$ cat config.mk
export PLATFORM = sky130hd
export DESIGN_NAME = cpwm_quad
export DESIGN_NICKNAME = d
export VERILOG_FILES = /design/src/rtl/cpwm_pkg.sv /design/src/rtl/cpwm_timebase.sv /design/src/rtl/cpwm_compare.sv /design/src/rtl/cpwm_deadband.sv /design/src/rtl/cpwm_quad.sv
export SDC_FILE = /design/constraint.sdc
export NUM_CORES = 1
export LEC_CHECK = 0
export BUFFER_PORTS_ARGS = -buffer_cell sky130_fd_sc_hd__clkbuf_2
export CAP_MARGIN = 20
export CORE_MARGIN = 3
export CORE_UTILIZATION = 55
export DETAILED_ROUTE_END_ITERATION = 16
export PLACE_DENSITY = 0.76
export SETUP_SLACK_MARGIN = 0.05
export SYNTH_ARGS = -nofsm -noshare
export SYNTH_HDL_FRONTEND = slang
export SYNTH_SLANG_ARGS = --single-unit
$ cat constraint.sdc
create_clock -name clk -period 4.65 [get_ports clk]
set_input_delay 0.6975 -clock clk [delete_from_list [all_inputs] [get_ports clk]]
set_output_delay 0.6975 -clock clk [all_outputs]
set_load 0.005 [all_outputs]
$ cat src/rtl/cpwm_pkg.sv
// Package: shared defaults and the per-pair mode encoding for the
// four-pair PWM output stage.
// Assumes: all modules take their default widths from here.
package cpwm_pkg;
    localparam int CNT_W_DEF = 12;
    localparam int DT_W_DEF  = 8;
    localparam int PAIRS_DEF = 4;

    typedef enum logic {
        MODE_COMPL = 1'b0,
        MODE_INDEP = 1'b1
    } pair_mode_e;
endpackage

$ cat src/rtl/cpwm_timebase.sv
// Module: cpwm_timebase
// Free-running up-counter from 0 to the active period. Period and all
// duty values are shadowed and reloaded only on the wrap cycle, so that
// the new values apply from count 0.
// Assumes: synchronous active-low reset, during which the shadows load
// the current inputs.
module cpwm_timebase
    import cpwm_pkg::*;
#(
    parameter int CNT_W = CNT_W_DEF,
    parameter int PAIRS = PAIRS_DEF,
    localparam int DUTY_W = CNT_W * PAIRS
) (
    input  logic              clk,
    input  logic              rst_n,
    input  logic [CNT_W-1:0]  period_i,
    input  logic [DUTY_W-1:0] duty_i,
    output logic [CNT_W-1:0]  cnt_o,
    output logic [DUTY_W-1:0] duty_act_o
);
    logic [CNT_W-1:0]  cnt_q;
    logic [CNT_W-1:0]  per_q;
    logic [DUTY_W-1:0] duty_q;
    logic              wrap;

    // Terminal count reached: return to zero and reload shadows.
    assign wrap = (cnt_q >= per_q);

    // Count, wrap, and shadow reload.
    always_ff @(posedge clk) begin
        if (!rst_n) begin
            cnt_q  <= '0;
            per_q  <= period_i;
            duty_q <= duty_i;
        end else if (wrap) begin
            cnt_q  <= '0;
            per_q  <= period_i;
            duty_q <= duty_i;
        end else begin
            cnt_q  <= cnt_q + CNT_W'(1);
        end
    end

    assign cnt_o      = cnt_q;
    assign duty_act_o = duty_q;

    // counter never passes the active period
    p_cnt_bound_r1: assert property (@(posedge clk) disable iff (!rst_n)
        cnt_q <= per_q);

    // terminal count is followed by zero
    p_wrap_zero_r1: assert property (@(posedge clk) disable iff (!rst_n)
        (cnt_q == per_q) |=> (cnt_q == '0));

    // shadows only change on a wrap
    p_shadow_hold_r7: assert property (@(posedge clk) disable iff (!rst_n)
        !wrap |=> ($stable(per_q) && $stable(duty_q)));
endmodule

$ cat src/rtl/cpwm_compare.sv
// Module: cpwm_compare
// Duty comparator for one pair: result is high while the count is below
// the active duty value.
// Assumes: count and duty share one width; purely combinational.
module cpwm_compare
    import cpwm_pkg::*;
#(
    parameter int CNT_W = CNT_W_DEF
) (
    input  logic [CNT_W-1:0] cnt_i,
    input  logic [CNT_W-1:0] duty_i,
    output logic             match_o
);
    // Main-output comparison.
    always_comb begin
        match_o = (cnt_i < duty_i);
    end
endmodule

$ cat src/rtl/cpwm_deadband.sv
// Module: cpwm_deadband
// Output stage of one pair. Complementary mode drives the partner pin
// inverted and, when enabled, holds both pins low for dt_len_i cycles
// after each change of the comparison result. Independent mode copies
// the result to both pins without any dead interval.
// Assumes: raw_i is the combinational compare result; pins are registered.
module cpwm_deadband
    import cpwm_pkg::*;
#(
    parameter int DT_W = DT_W_DEF
) (
    input  logic            clk,
    input  logic            rst_n,
    input  logic            raw_i,
    input  logic            mode_i,
    input  logic            dt_en_i,
    input  logic [DT_W-1:0] dt_len_i,
    output logic            hi_o,
    output logic            lo_o
);
    logic            prev_q;
    logic [DT_W-1:0] tmr_q;
    logic            hi_q;
    logic            lo_q;
    logic            sw_edge;
    logic            compl;
    logic            arm;
    logic            gate;

    // Edge detection, interval start, and output permission.
    always_comb begin
        sw_edge = raw_i ^ prev_q;
        compl   = (mode_i == MODE_COMPL);
        arm     = sw_edge && compl && dt_en_i && (dt_len_i != '0);
        gate    = sw_edge ? !arm : (tmr_q <= DT_W'(1));
    end

    // Previous compare level, dead timer, and registered pins.
    always_ff @(posedge clk) begin
        if (!rst_n) begin
            prev_q <= 1'b0;
            tmr_q  <= '0;
            hi_q   <= 1'b0;
            lo_q   <= 1'b0;
        end else begin
            prev_q <= raw_i;
            if (!compl) begin
                tmr_q <= '0;
                hi_q  <= raw_i;
                lo_q  <= raw_i;
            end else begin
                if (sw_edge)
                    tmr_q <= arm ? dt_len_i : '0;
                else if (tmr_q != '0)
                    tmr_q <= tmr_q - DT_W'(1);
                hi_q <= raw_i & gate;
                lo_q <= ~raw_i & gate;
            end
        end
    end

    assign hi_o = hi_q;
    assign lo_o = lo_q;

    // complementary pins never both high
    p_no_overlap_r4: assert property (@(posedge clk) disable iff (!rst_n)
        (mode_i == MODE_COMPL) |=> !(hi_q && lo_q));

    // a running interval without a new edge keeps both pins low
    p_dead_low_r5: assert property (@(posedge clk) disable iff (!rst_n)
        (compl && !sw_edge && tmr_q > DT_W'(1)) |=> (!hi_q && !lo_q));

    // independent mode drives both pins alike
    p_indep_equal_r6: assert property (@(posedge clk) disable iff (!rst_n)
        (mode_i == MODE_INDEP) |=> (hi_q == lo_q));
endmodule

$ cat src/rtl/cpwm_quad.sv
// Module: cpwm_quad
// Four-pair PWM output stage: one shared time base, one comparator and
// one dead-band stage per pair. Pair k drives pins 2k+1 (main) and 2k.
// Assumes: synchronous active-low reset; inputs are synchronous to clk.
module cpwm_quad
    import cpwm_pkg::*;
#(
    parameter int CNT_W = CNT_W_DEF,
    parameter int DT_W  = DT_W_DEF,
    parameter int PAIRS = PAIRS_DEF,
    localparam int DUTY_W = CNT_W * PAIRS,
    localparam int PINS   = 2 * PAIRS
) (
    input  logic              clk,
    input  logic              rst_n,
    input  logic [CNT_W-1:0]  period_i,
    input  logic [DUTY_W-1:0] duty_i,
    input  logic [PAIRS-1:0]  mode_i,
    input  logic              dt_en_i,
    input  logic [DT_W-1:0]   dt_len_i,
    output logic [PINS-1:0]   pwm_o
);
    logic [CNT_W-1:0]  cnt;
    logic [DUTY_W-1:0] duty_act;
    logic [PAIRS-1:0]  match;

    cpwm_timebase #(.CNT_W(CNT_W), .PAIRS(PAIRS)) tb_i (
        .clk        (clk),
        .rst_n      (rst_n),
        .period_i   (period_i),
        .duty_i     (duty_i),
        .cnt_o      (cnt),
        .duty_act_o (duty_act)
    );

    for (genvar k = 0; k < PAIRS; k++) begin : g_pair
        cpwm_compare #(.CNT_W(CNT_W)) cmp_i (
            .cnt_i   (cnt),
            .duty_i  (duty_act[k*CNT_W +: CNT_W]),
            .match_o (match[k])
        );

        cpwm_deadband #(.DT_W(DT_W)) db_i (
            .clk      (clk),
            .rst_n    (rst_n),
            .raw_i    (match[k]),
            .mode_i   (mode_i[k]),
            .dt_en_i  (dt_en_i),
            .dt_len_i (dt_len_i),
            .hi_o     (pwm_o[2*k+1]),
            .lo_o     (pwm_o[2*k])
        );
    end

    // a reset cycle leaves every pin low
    p_reset_low_r8: assert property (@(posedge clk)
        !rst_n |=> (pwm_o == '0));
endmodule

---- Word level (Yosys, flattened, before mapping) ----
Cells that the tools add are included.
storage, ports and cells
  bits in registers ....................... 116
  output and inout bits ................... 8
  logic and storage cells ................. 113
operators by class
  $add $sub $neg .......................... 5
  magnitude comparators ................... 9
  equality and inequality tests ........... 1
  mux-type cells .......................... 28
  bitwise operators ....................... 21
  reductions and logical operators ........ 30
operator list
  kind                     count
  $mux W48                 2
  $mux W8                  12
  $lt A12 B12 Y1           4
  $reduce_bool A8 Y1       5
  $le A8 B1 Y1 const B     4
  $sub A8 B1 Y8 const B    4
  $mux W12                 2
  $add A12 B1 Y12 const B  1
  $ge A12 B12 Y1           1
  $logic_and A1 B1 Y1      12
  $mux W1                  12
  $reduce_or A2 Y1         5
  $not A1 Y1               9
  $and A1 B1 Y1            8
  $reduce_bool A2 Y1       4
  $logic_not A1 Y1         4
  $xor A1 B1 Y1            4
  $ne A2 B1 Y1 const B     1

---- Depth between registers and ports, before layout ----
Gate-level depths: netlist (run 1).
  depth in word-level cells ............... 9
  depth in mapped cells ................... 9
  depth with buffers taken out ............ 8

---- By module ----
Synthesis (run 1) repeated with hierarchy kept, for this count alone.
unflattened totals
  cell total of the unflattened synthesis .. 568
  area total of the unflattened synthesis .. 6236.0 µm²
modules (own cells, without submodules)
  module         times used  cells an instance  area an instance (µm²)  seq. area each (µm²)
  cpwm_timebase  1           156                2697.6                  2042.0
  cpwm_deadband  4           68                 605.6                   220.2
  cpwm_compare   4           35                 279.0                   0.0

---- Worst setup path before layout (run 1) ----
No wires, ideal clock.
  path type ............................... flip-flop to flip-flop
  start ................................... register tb_i.cnt_q[0] (netlist: tb_i.cnt_o[0])
  end ..................................... register tb_i.duty_q[0] (netlist: tb_i.duty_act_o[0]), enable pin
  setup time .............................. 0.448 ns
  arrival ................................. 3.385 ns
  data required time ...................... 4.202 ns
  slack ................................... 0.817 ns
  cell stages (with the launch flop) ...... 9
  path buffers ............................ 1
  cells stage by stage .................... dfxtp_1 -> inv_1 -> ha_1 -> nand2b_1 -> a21o_1 -> a211oi_1 -> o31a_1 -> o21ai_0 -> clkbuf_1
on the way
  cells in the longest elaborated chain, start to end .. 2
ends and longest elaborated chain
  element                        line                 text
  start, declared                cpwm_timebase.sv:21  logic [CNT_W-1:0] cnt_q;
  start signal, assigned         cpwm_timebase.sv:40  cnt_q <= cnt_q + CNT_W'(1);
  $ge A12 B12 Y1                 cpwm_timebase.sv:27  assign wrap = (cnt_q >= per_q);
  $ne A2 B1 Y1 (no source line)  n/a
  end signal, assigned           cpwm_timebase.sv:34  duty_q <= duty_i;
  end signal, assigned           cpwm_timebase.sv:38  duty_q <= duty_i;
  end, declared                  cpwm_timebase.sv:23  logic [DUTY_W-1:0] duty_q;
No other way between the ends.
A chain may end at the register's enable or synchronous reset.

---- Worst setup path after layout (run 1) ----
  start ................................... register tb_i.cnt_q[1] (netlist: tb_i.cnt_o[1])
  end ..................................... register g_pair[3].db_i.tmr_q[2]
on the way
  cells in the longest elaborated chain, start to end .. 7
ends and longest elaborated chain
  element                           line                 text
  $lt A12 B12 Y1 *                  cpwm_compare.sv:16   match_o = (cnt_i < duty_i);
  $xor A1 B1 Y1 *                   cpwm_deadband.sv:32  sw_edge = raw_i ^ prev_q;
  $logic_and A1 B1 Y1 (3 in a row)  cpwm_deadband.sv:34  arm = sw_edge && compl && dt_en_i && (dt_len_i != '0);
  $mux W8                           cpwm_deadband.sv:53  tmr_q <= arm ? dt_len_i : '0;
  $mux W8                           cpwm_deadband.sv:52  if (sw_edge)
  end signal, assigned              cpwm_deadband.sv:53
  end signal, assigned              cpwm_deadband.sv:55  tmr_q <= tmr_q - DT_W'(1);
  end, declared                     cpwm_deadband.sv:22  logic [DT_W-1:0] tmr_q;
Mark *: on every way between the ends. The rest lies on a longest branch, timed or not.

==> results of run 1 <==
per-layer routing:
layer	vias to the layer above	global-route usage, %	part of all wire [%]
met1	2341	29.5	43
met3	35	5.62	6.3
met4	0	11.0	3.6
met5	-	0	0
li1	2432	-	-
met2	183	38.2	47
cells by family after synthesis:
kind of cell,share of synthesized area (%)
AND/OR/NAND/NOR,16.2
flip-flops,45.7
AO/OA/AOI/OAI,10.6
buffers and inverters,5.75
adder cells (fa/ha/maj),12.7
multiplexers,4.74
XOR/XNOR,4.31
worst reg2reg max path: stages, from the launching register on:
cell and delay (ns):
dfxtp_1 0.50, ha_1 0.29, a2111oi_0 0.81, o41ai_1 0.15, nor2_2 0.34, xor2_4 0.35, mux2_2 0.39
sequential cells by signal, indices dropped and copies added (netlist names):
register and flops:
tb_i.cnt_o 12, g_pair.db_i.tmr_q 32, tb_i.per_q 12, g_pair.db_i.prev_q 4, g_pair.db_i.hi_o 4, g_pair.db_i.lo_o 4
tb_i.duty_act_o 48
Yosys cell counts (4+ instances only):
cell	number
xnor2_1	12
o21a_1	6
buf_4	8
dfxtp_1	56
nor3_1	25
nor4_1	8
nand3_1	34
nand2b_1	11
mux2i_1	19
nor2_1	64
mux2_2	6
a21oi_1	26
or3b_2	4
edfxtp_1	60
o211ai_1	7
a2111oi_0	4
nand4_1	10
clkbuf_1	4
nand2_1	36
ha_1	65
xor2_1	10
inv_1	76
o21ai_0	14
a211oi_1	11
a21o_1	4
report_power, final:
group / total, mW / internal [mW] / switching (mW)
sequential: 1.18 / 1.14 / 0.0398
combinational: 0.356 / 0.151 / 0.204
clock: 1.25 / 0.781 / 0.467
final cells by class:
class,count,area (um^2),share of cell area (%)
Multi-Input combinational cell,425,3110,41.6
Sequential cell,116,2920,39.0
Clock buffer,18,429,5.73
Timing Repair Buffer,83,418,5.58
Inverter,77,289,3.86
Tap cell,140,175,2.34
Clock inverter,14,138,1.84
Antenna cell,1,2.50,0.0334
metrics by stage:
step | instance area (um^2) | worst slack [ns]
after floorplan | 6390 | 0.817
after global placement | 6920 | 1.93
after detailed placement | 6920 | 1.83
after CTS | 7480 | 1.81
after global routing | 7490 | 1.73
final | 7490 | 1.71
worst paths after layout:
check / to / slack [ns]
worst min-delay path: tb_i.duty_act_o[8]$_DFFE_PP_ / 0.45
worst max register to register: g_pair[3].db_i.tmr_q[2]$_SDFFE_PP0P_ / 1.71
worst max-delay path: g_pair[3].db_i.tmr_q[2]$_SDFFE_PP0P_ / 1.71
worst min register to register: tb_i.cnt_o[0]$_SDFF_PP0_ / 0.54
==> metrics.md, run 1 <==
| Metric | Value |
|---|---|
| Clock Skews | 0.00933 ns |
| PwrDens | 371 nW/um^2 |
| Rel. slew slack | 36.5% |
| Max-slew violation count | 0 |
| Final GP Congestion | 0.867 |
| Final Hold Fails | 0 |
| Top cell type's share of synthesized area | 28.2% |
| Die Area | 13,000 um^2 |
| CTS resizes | 0 |
| Crit. path cell count | 6 |
| # hold bufs at CTS | 0 |
| Clk sink count | 116 |
| Critical path's slowest cell | a2111oi_0 |
| First DRT Iteration DRCs | 548 |
| Die H | 114 um |
| Hold_sp | duty_i[8] |
| Row count | 38 |
| Max Cap Viol | 0 |
| Max H-tree Level | 4 |
| Post-Route Utilization | 67.6% |
| Largest net degree at the start of global routing | 73 |
| Number of global-route vias before repair | 5,067 |
| Final WL | 14,500 um |
| Pwr Total | 2.78 mW |
| Worst path cell trace | ha_1, a2111oi_0, o41ai_1, nor2_2, xor2_4, mux2_2 |
| Pre-antenna DRT Iters | 5 |
| Area leader, netlist | edfxtp_1 |
| Post-synth EDFFs | 60 |
| Placed insts | 841 |
| First-pass GRT wire length | 24,000 um |
| Worst-Margin Slew | 0.929 ns |
| Min-Delay Path Depth | 1 |
| Area grow syn2layout | 17.1% |
| Initial cell density of the core | 57.7% |
| CP Max Fanout | 8 |
| Clock transition at path regs | 0.06 ns |
| Final setup viols | 0 |
| Worst reg-to-reg path cell count | 6 |
| Crit path required time | 4.95 ns |
| Hpwl dp | 10,300 um |
| Dominant synthesized flop cell | edfxtp_1 |
| Synthesis-stage register bit count | 116 |
| RSZ-0062 raised after global routing | false |
| Reg-to-Reg Start | tb_i.cnt_o[1]$_SDFF_PP0_ |
| Asr flop ratio synth | 0% |
| Crit Path Category | register to register |
| Average instance area after synthesis | 10.1 um^2 |
| Vias per cell | 5.71 |
| CP startpoint | tb_i.cnt_o[1]$_SDFF_PP0_ |
| Mean routed wirelength per cell | 16.6 um |
| CTS Buffer Depth | 2 |
| Via count | 4,991 |
| WP buf/inv | 0 |
| Worst-Skew Late Latency | 0.42 ns |
| Layout cells sized above 1 | 19.1% |
| Commonest cells after routing, fill and taps aside | clkbuf_2 (82), inv_1 (76), ha_1 (65) |
| Worst vdd ir | 0.522 mV |
| Antenna violations before repair | 1 |
| Post CTS Setup Buffer Count | 0 |
| Hold slack | 0.453 ns |
| Die width | 114 um |
| Routed Antenna Nets | 0 |
| Filler cell count | 862 |
| Commonest non-fill, non-tap cell in the layout | clkbuf_2 |
| Core Area | 11,100 um^2 |
| Fin cells | 874 |
| Critical Path Start Type | register |
| Nets | 860 |
| Yosys warnings | 0 |
| GR Util All Layers | 23.5% |
| CP Capture Type | register |
| Hold Crit Class | primary input to register |
| Synth cell types | 54 |
| Root buffer cell | clkbuf_16 |
| Sum of negative setup slack | 0 ns |
| Status | finished, final reports clean |
| CTS tree | built |
| Critical path's top delay family | compound AO/OA/AOI/OAI gates |
| Worst path max stage delay | 0.81 ns |
| Tmin final | 2.94 ns |
| Arrival time worst endpoint | 3.24 ns |
| Ports | 83 |
| Fmax | 0.340 GHz |
| Port bufs | 82 |
| Mapped Cells | 631 |
| Post-route DRC violation count | 0 |
| LEAKAGE | 3.41 nW |
| Post-Syn Area | 6390 um^2 |
| Remaining Overflow, GRT | 0 |
| Ranking of synthesized cells by area | edfxtp_1 (28%), dfxtp_1 (18%), ha_1 (13%), inv_1 (4.5%), nor2_1 (3.8%) |
| Fin crit share | 63.3% |
| CTS Buf Count | 17 |
| Syn_nets | 771 |
| Proportion of synthesized chip area in sequential cells | 45.7% |
Note: power is estimated with default switching activity, not from simulation.
==> run 2: changes to the inputs <==
clock period = 2.87 ns   (was 4.65 ns; I/O delays follow)
==> run 2 against run 1 <==
Register-to-register slack got worse by 1.5 ns. Critical path depth did not move. Critical endpoint is now g_pair[3].db_i.tmr_q[4]$_SDFFE_PP0P_. Critical path type unchanged. Die area did not move.
==> metrics.md, run 2 (same netlist as run 1, synthesis figures left out) <==
| Metric | Value |
|---|---|
| # hold bufs at CTS | 0 |
| Crit path required time | 3.17 ns |
| CTS resizes | 0 |
| Worst path cell trace | ha_1, a2111oi_0, o41ai_1, nor2_2, xor2_4, mux2_2 |
| Crit Path Category | register to register |
| Nets | 864 |
| Commonest cells after routing, fill and taps aside | clkbuf_2 (82), inv_1 (76), ha_1 (65) |
| Max-slew violation count | 0 |
| Critical Path Start Type | register |
| Core Area | 11,100 um^2 |
| Port bufs | 82 |
| Switch Pwr | 1.11 mW |
| Arrival time worst endpoint | 2.97 ns |
| Initial cell density of the core | 57.7% |
| LEAKAGE | 3.45 nW |
| Antenna violations before repair | 0 |
| CP Capture Type | register |
| Multi-input logic area | 3110 um^2 |
| Worst path max stage delay | 0.71 ns |
| CTS tree | built |
| Sequential share of power | 42.0% |
| Final setup viols | 0 |
| Max H-tree Level | 4 |
| Switch share | 24.5% |
| Final WL | 14,100 um |
| Placed insts | 845 |
| CTS Buffer Depth | 2 |
| Worst-Skew Late Latency | 0.41 ns |
| Ports | 83 |
| Clk sink count | 116 |
| Remaining Overflow, GRT | 0 |
| Post-route DRC violation count | 0 |
| Fmax | 0.375 GHz |
| PwrDens | 602 nW/um^2 |
| Area grow syn2layout | 17.8% |
| Worst vdd ir | 0.475 mV |
| Status | finished, final reports clean |
| Cell Int Power | 3.42 mW |
| Rel. slew slack | 44.8% |
| Commonest non-fill, non-tap cell in the layout | clkbuf_2 |
| Die Area | 13,000 um^2 |
| Vias per cell | 5.61 |
| Final GP Congestion | 0.843 |
| Routed Antenna Nets | 0 |
| Fin crit share | 92.9% |
| RSZ-0062 raised after global routing | false |
| Number of global-route vias before repair | 4,948 |
| Filler cell count | 835 |
| Hpwl dp | 10,400 um |
| Mean routed wirelength per cell | 16.1 um |
| Row count | 38 |
| GR Util All Layers | 23.1% |
| Worst-Margin Slew | 0.807 ns |
| Clock share of power | 45.2% |
| Largest register FFs | 48 |
| Logic pwr share | 12.7% |
| CP Max Fanout | 8 |
| Root buffer cell | clkbuf_16 |
| Clock Skews | 0.00895 ns |
| Die width | 114 um |
| Fin cells | 876 |
| Layout cells sized above 1 | 19.3% |
| First-pass GRT wire length | 23,500 um |
| Sum of negative setup slack | 0 ns |
| Pre-antenna DRT Iters | 5 |
| Die H | 114 um |
| CTS Buf Count | 17 |
| Tmin final | 2.67 ns |
| Register area | 2920 um^2 |
| # diodes | 0 |
| Final Hold Fails | 0 |
| Critical path's slowest cell | a2111oi_0 |
| Largest net degree at the start of global routing | 33 |
| Max Cap Viol | 0 |
| Hold Crit Class | primary input to register |
| Via count | 4,915 |
| Post CTS Setup Buffer Count | 0 |
| First DRT Iteration DRCs | 389 |
| Clock transition at path regs | 0.05 ns |
## run 2: layout make-up
cell class | count | share of cell area, %
Inverter | 77 | 3.84
Tap cell | 140 | 2.33
Clock inverter | 14 | 1.91
Clock buffer | 17 | 5.65
Multi-Input combinational cell | 425 | 41.3
Sequential cell | 116 | 38.8
Timing Repair Buffer | 87 | 6.11
## run 2: worst paths after layout
| kind | from | end | slack [ns] | cells past startpoint |
|---|---|---|---|---|
| setup / recovery | tb_i.cnt_o[1]$_SDFF_PP0_ | g_pair[3].db_i.tmr_q[4]$_SDFFE_PP0P_ | 0.20 | 6 |
| hold / removal | duty_i[23] | tb_i.duty_act_o[23]$_DFFE_PP_ | 0.19 | 1 |
| setup reg to reg | tb_i.cnt_o[1]$_SDFF_PP0_ | g_pair[3].db_i.tmr_q[4]$_SDFFE_PP0P_ | 0.20 | 6 |
| hold reg to reg | tb_i.cnt_o[0]$_SDFF_PP0_ | tb_i.cnt_o[0]$_SDFF_PP0_ | 0.59 | 1 |
## run 2: layer usage
metal	wire (um)	up-vias	track usage, %
met5	0	-	0
met4	339	0	10.3
met3	880	24	6.26
met2	6790	154	36.8
met1	6110	2304	29.7
li1	-	2433	-
## run 2: power by group through the flow
stage,combinational [mW],sequential (mW),clock (mW)
finish,0.578,1.91,2.05
global route,0.649,1.92,2.17
CTS,0.576,1.91,2.09
detailed placement,0.569,1.94,0
global placement,0.545,1.93,0
floorplan,0.407,1.92,0
## run 2: metrics by stage
step / setup slack (ns) / hold slack, ns / power (mW) / instance area [um^2] / util [%]
finish: 0.204 / 0.189 / 4.54 / 7530 / 68.0
global route: 0.0569 / 0.162 / 4.74 / 7530 / 68.0
floorplan: 0.332 / 0.473 / 2.33 / 6400 / -
global placement: 0.364 / 0.530 / 2.48 / 6960 / 62.8
detailed placement: 0.269 / 0.573 / 2.51 / 6960 / 62.8
CTS: 0.250 / 0.173 / 4.57 / 7530 / 68.0
## run 2: critical path: cells and delay by family (launching register included)
family                     cells  cell delay [ns]
AOI/OAI and AO/OA              2             0.86
xor gates and xnor gates       1             0.23
adders and majority gates      1             0.28
DFF                            1             0.50
muxes                          1             0.37
and+or+nand+nor                1             0.31
==> run 3: changes to the inputs <==
--- a/config.mk
+++ b/config.mk
@@ -12,4 +12,5 @@
 export DETAILED_ROUTE_END_ITERATION = 16
 export PLACE_DENSITY = 0.76
+export REMOVE_ABC_BUFFERS = 1
 export SETUP_SLACK_MARGIN = 0.05
 export SYNTH_ARGS = -nofsm -noshare
==> constraint.sdc (replaced) <==
create_clock -name clk -period 2.87 [get_ports clk]
set_input_delay 0.4305 -clock clk [delete_from_list [all_inputs] [get_ports clk]]
set_output_delay 0.4305 -clock clk [all_outputs]
set_load 0.01 [all_outputs]
==> run 3 against run 2 <==
First-iteration DRC count fell by 9.5%. Register-to-register slack improved by 0.08 ns. Core utilization rose by 0.20 points. Fmax rose by 3.2%. Total power rose by 0.16%. Global-route usage fell by 0.36 points. Clock-buffer cell count did not move. Via count rose by 1.2%. Sequential share of layout area fell by 0.12 points. Sequential power barely moved.
==> metrics.md, run 3 (same netlist as run 1, synthesis figures left out) <==
| Metric | Value |
|---|---|
| LEAKAGE | 3.44 nW |
| Final GP Congestion | 0.867 |
| Critical path's slowest cell | dfxtp_1 |
| Clock Skews | 0.00574 ns |
| Cell Int Power | 3.37 mW |
| Post-Route Utilization | 68.2% |
| Pwr Total | 4.54 mW |
| Final WL | 14,100 um |
| Die H | 114 um |
| Hold_sp | duty_i[11] |
| Clock transition at path regs | 0.06 ns |
| Pre-antenna DRT Iters | 5 |
| RSZ-0062 raised after global routing | false |
| Tmin final | 2.58 ns |
| Fin crit share | 90.0% |
| Root buffer cell | clkbuf_16 |
| Layout cells sized above 1 | 20.2% |
| Switch share | 25.7% |
| Nets | 865 |
| Crit path required time | 3.18 ns |
| CTS Buffer Depth | 2 |
| Hpwl dp | 10,300 um |
| Hold Crit Class | primary input to register |
| Post CTS Setup Buffer Count | 0 |
| # hold bufs at CTS | 0 |
| Arrival time worst endpoint | 2.89 ns |
| Worst reg-to-reg path cell count | 7 |
| # diodes | 0 |
| Clock share of power | 45.1% |
| Largest net degree at the start of global routing | 45 |
| Max Cap Viol | 0 |
| Final Hold Fails | 0 |
| Rel. slew slack | 54.9% |
| First-pass GRT wire length | 23,100 um |
| Row count | 38 |
| Filler cell count | 815 |
| Max-slew violation count | 0 |
| Number of global-route vias before repair | 4,848 |
| CTS tree | built |
| CTS Buf Count | 17 |
| Multi-input logic area | 3110 um^2 |
| Mean routed wirelength per cell | 16.0 um |
| Switch Pwr | 1.17 mW |
| Routed Antenna Nets | 0 |
| Area grow syn2layout | 18.1% |
| Die Area | 13,000 um^2 |
| GR Util All Layers | 22.8% |
| Via count | 4,973 |
| Worst path max stage delay | 0.55 ns |
| Crit Path Category | register to register |
| Commonest non-fill, non-tap cell in the layout | clkbuf_2 |
| Clk sink count | 116 |
| CTS resizes | 0 |
| Register area | 2920 um^2 |
| Worst-Margin Slew | 0.671 ns |
| PwrDens | 602 nW/um^2 |
| Logic pwr share | 12.9% |
| Worst vdd ir | 0.605 mV |
| Hold Path End | tb_i.duty_act_o[11]$_DFFE_PP_ |
| Sequential share of power | 41.9% |
| Antenna violations before repair | 0 |
| Commonest cells after routing, fill and taps aside | clkbuf_2 (82), inv_1 (76), ha_1 (65) |
| Initial cell density of the core | 57.7% |
| Die width | 114 um |
| Cell Area, Placed | 6970 um^2 |
| CP Max Fanout | 8 |
| CP Capture Type | register |
| FF-to-FF setup slack | 0.29 ns |
| Largest register FFs | 48 |
| Worst reg2reg endpoint | g_pair[2].db_i.tmr_q[2]$_SDFFE_PP0P_ |
| Final instance area | 7550 um^2 |
| Max H-tree Level | 4 |
| Core Area | 11,100 um^2 |
| Min-Delay Path Depth | 1 |
| Post-route DRC violation count | 0 |
| Worst-Skew Late Latency | 0.42 ns |
| Reg-to-Reg Start | tb_i.cnt_o[9]$_SDFF_PP0_ |
| First DRT Iteration DRCs | 352 |
| Final setup viols | 0 |
| Fmax | 0.387 GHz |
| Vias per cell | 5.66 |
| Status | finished, final reports clean |
| Critical Path Start Type | register |
| Worst path cell trace | ha_1, a211oi_1, nor2_1, or3_1, o21ai_1, nand2_1, o41ai_1 |
| Ports | 83 |
| Remaining Overflow, GRT | 0 |
| Port bufs | 82 |
==> run 3: cell types whose count changed in the layout (fill, tap and decap cells not counted) <==
cell / before / now
buf_4: 4 / 5
bufinv_16: 3 / 2
clkinv_1: 5 / 0
clkinv_2: 4 / 2
clkinv_4: 0 / 3
clkinvlp_4: 2 / 6
inv_6: 0 / 2
==> run 3: critical path: cells and delay by family, from the launching register on <==
kind / cells / cell delay, ns
DFF: 1 / 0.55
AOI/OAI and AO/OA: 3 / 0.88
adders and majority gates: 1 / 0.32
and+or+nand+nor: 3 / 0.73
==> run 3: how the worst max path moves through the flow <==
stage                             startpoint                                   end  slack [ns]
floorplan           tb_i.cnt_o[0]$_SDFF_PP0_          tb_i.duty_act_o[0]$_DFFE_PP_       -3.79
global placement    tb_i.cnt_o[1]$_SDFF_PP0_  g_pair[3].db_i.tmr_q[2]$_SDFFE_PP0P_        0.45
detailed placement  tb_i.cnt_o[1]$_SDFF_PP0_  g_pair[3].db_i.tmr_q[7]$_SDFFE_PP0P_        0.39
CTS                 tb_i.cnt_o[9]$_SDFF_PP0_  g_pair[2].db_i.tmr_q[2]$_SDFFE_PP0P_        0.35
global route        tb_i.cnt_o[9]$_SDFF_PP0_  g_pair[2].db_i.tmr_q[2]$_SDFFE_PP0P_        0.14
finish              tb_i.cnt_o[9]$_SDFF_PP0_  g_pair[2].db_i.tmr_q[2]$_SDFFE_PP0P_        0.29
==> run 3: area by class of cell <==
type | instances | area share [%]
Sequential cell | 116 | 38.7
Clock buffer | 17 | 5.63
Multi-Input combinational cell | 425 | 41.2
Timing Repair Buffer | 88 | 6.20
Tap cell | 140 | 2.32
Clock inverter | 15 | 2.10
Inverter | 77 | 3.83
==> run 3: power groups by stage <==
| stage | clock network (mW) | logic, mW | registers, mW |
|---|---|---|---|
| floorplan | 0 | 0.388 | 1.93 |
| global placement | 0 | 0.556 | 1.93 |
| detailed placement | 0 | 0.578 | 1.94 |
| CTS | 2.08 | 0.587 | 1.91 |
| global route | 2.17 | 0.658 | 1.92 |
| finish | 2.05 | 0.587 | 1.91 |
==> run 3: layer usage <==
| layer | vias up | share of wire (%) | track usage [%] |
|---|---|---|---|
| met5 | - | 0 | 0 |
| met4 | 0 | 1.9 | 8.79 |
| met3 | 26 | 5.6 | 5.25 |
| met2 | 148 | 48 | 36.5 |
| met1 | 2357 | 44 | 30.1 |
| li1 | 2442 | - | - |
==> run 3: per-stage QoR <==
stage	setup WS (ns)	TNS (ns)	instances	hold WS [ns]
3_5_place_dp	0.389	0	846	0.535
5_1_grt	0.141	0	878	0.170
2_1_floorplan	-3.79	-270.46	618	0.473
4_1_cts	0.352	0	878	0.171
6_report	0.286	0	878	0.186
3_3_place_gp	0.453	0	846	0.527
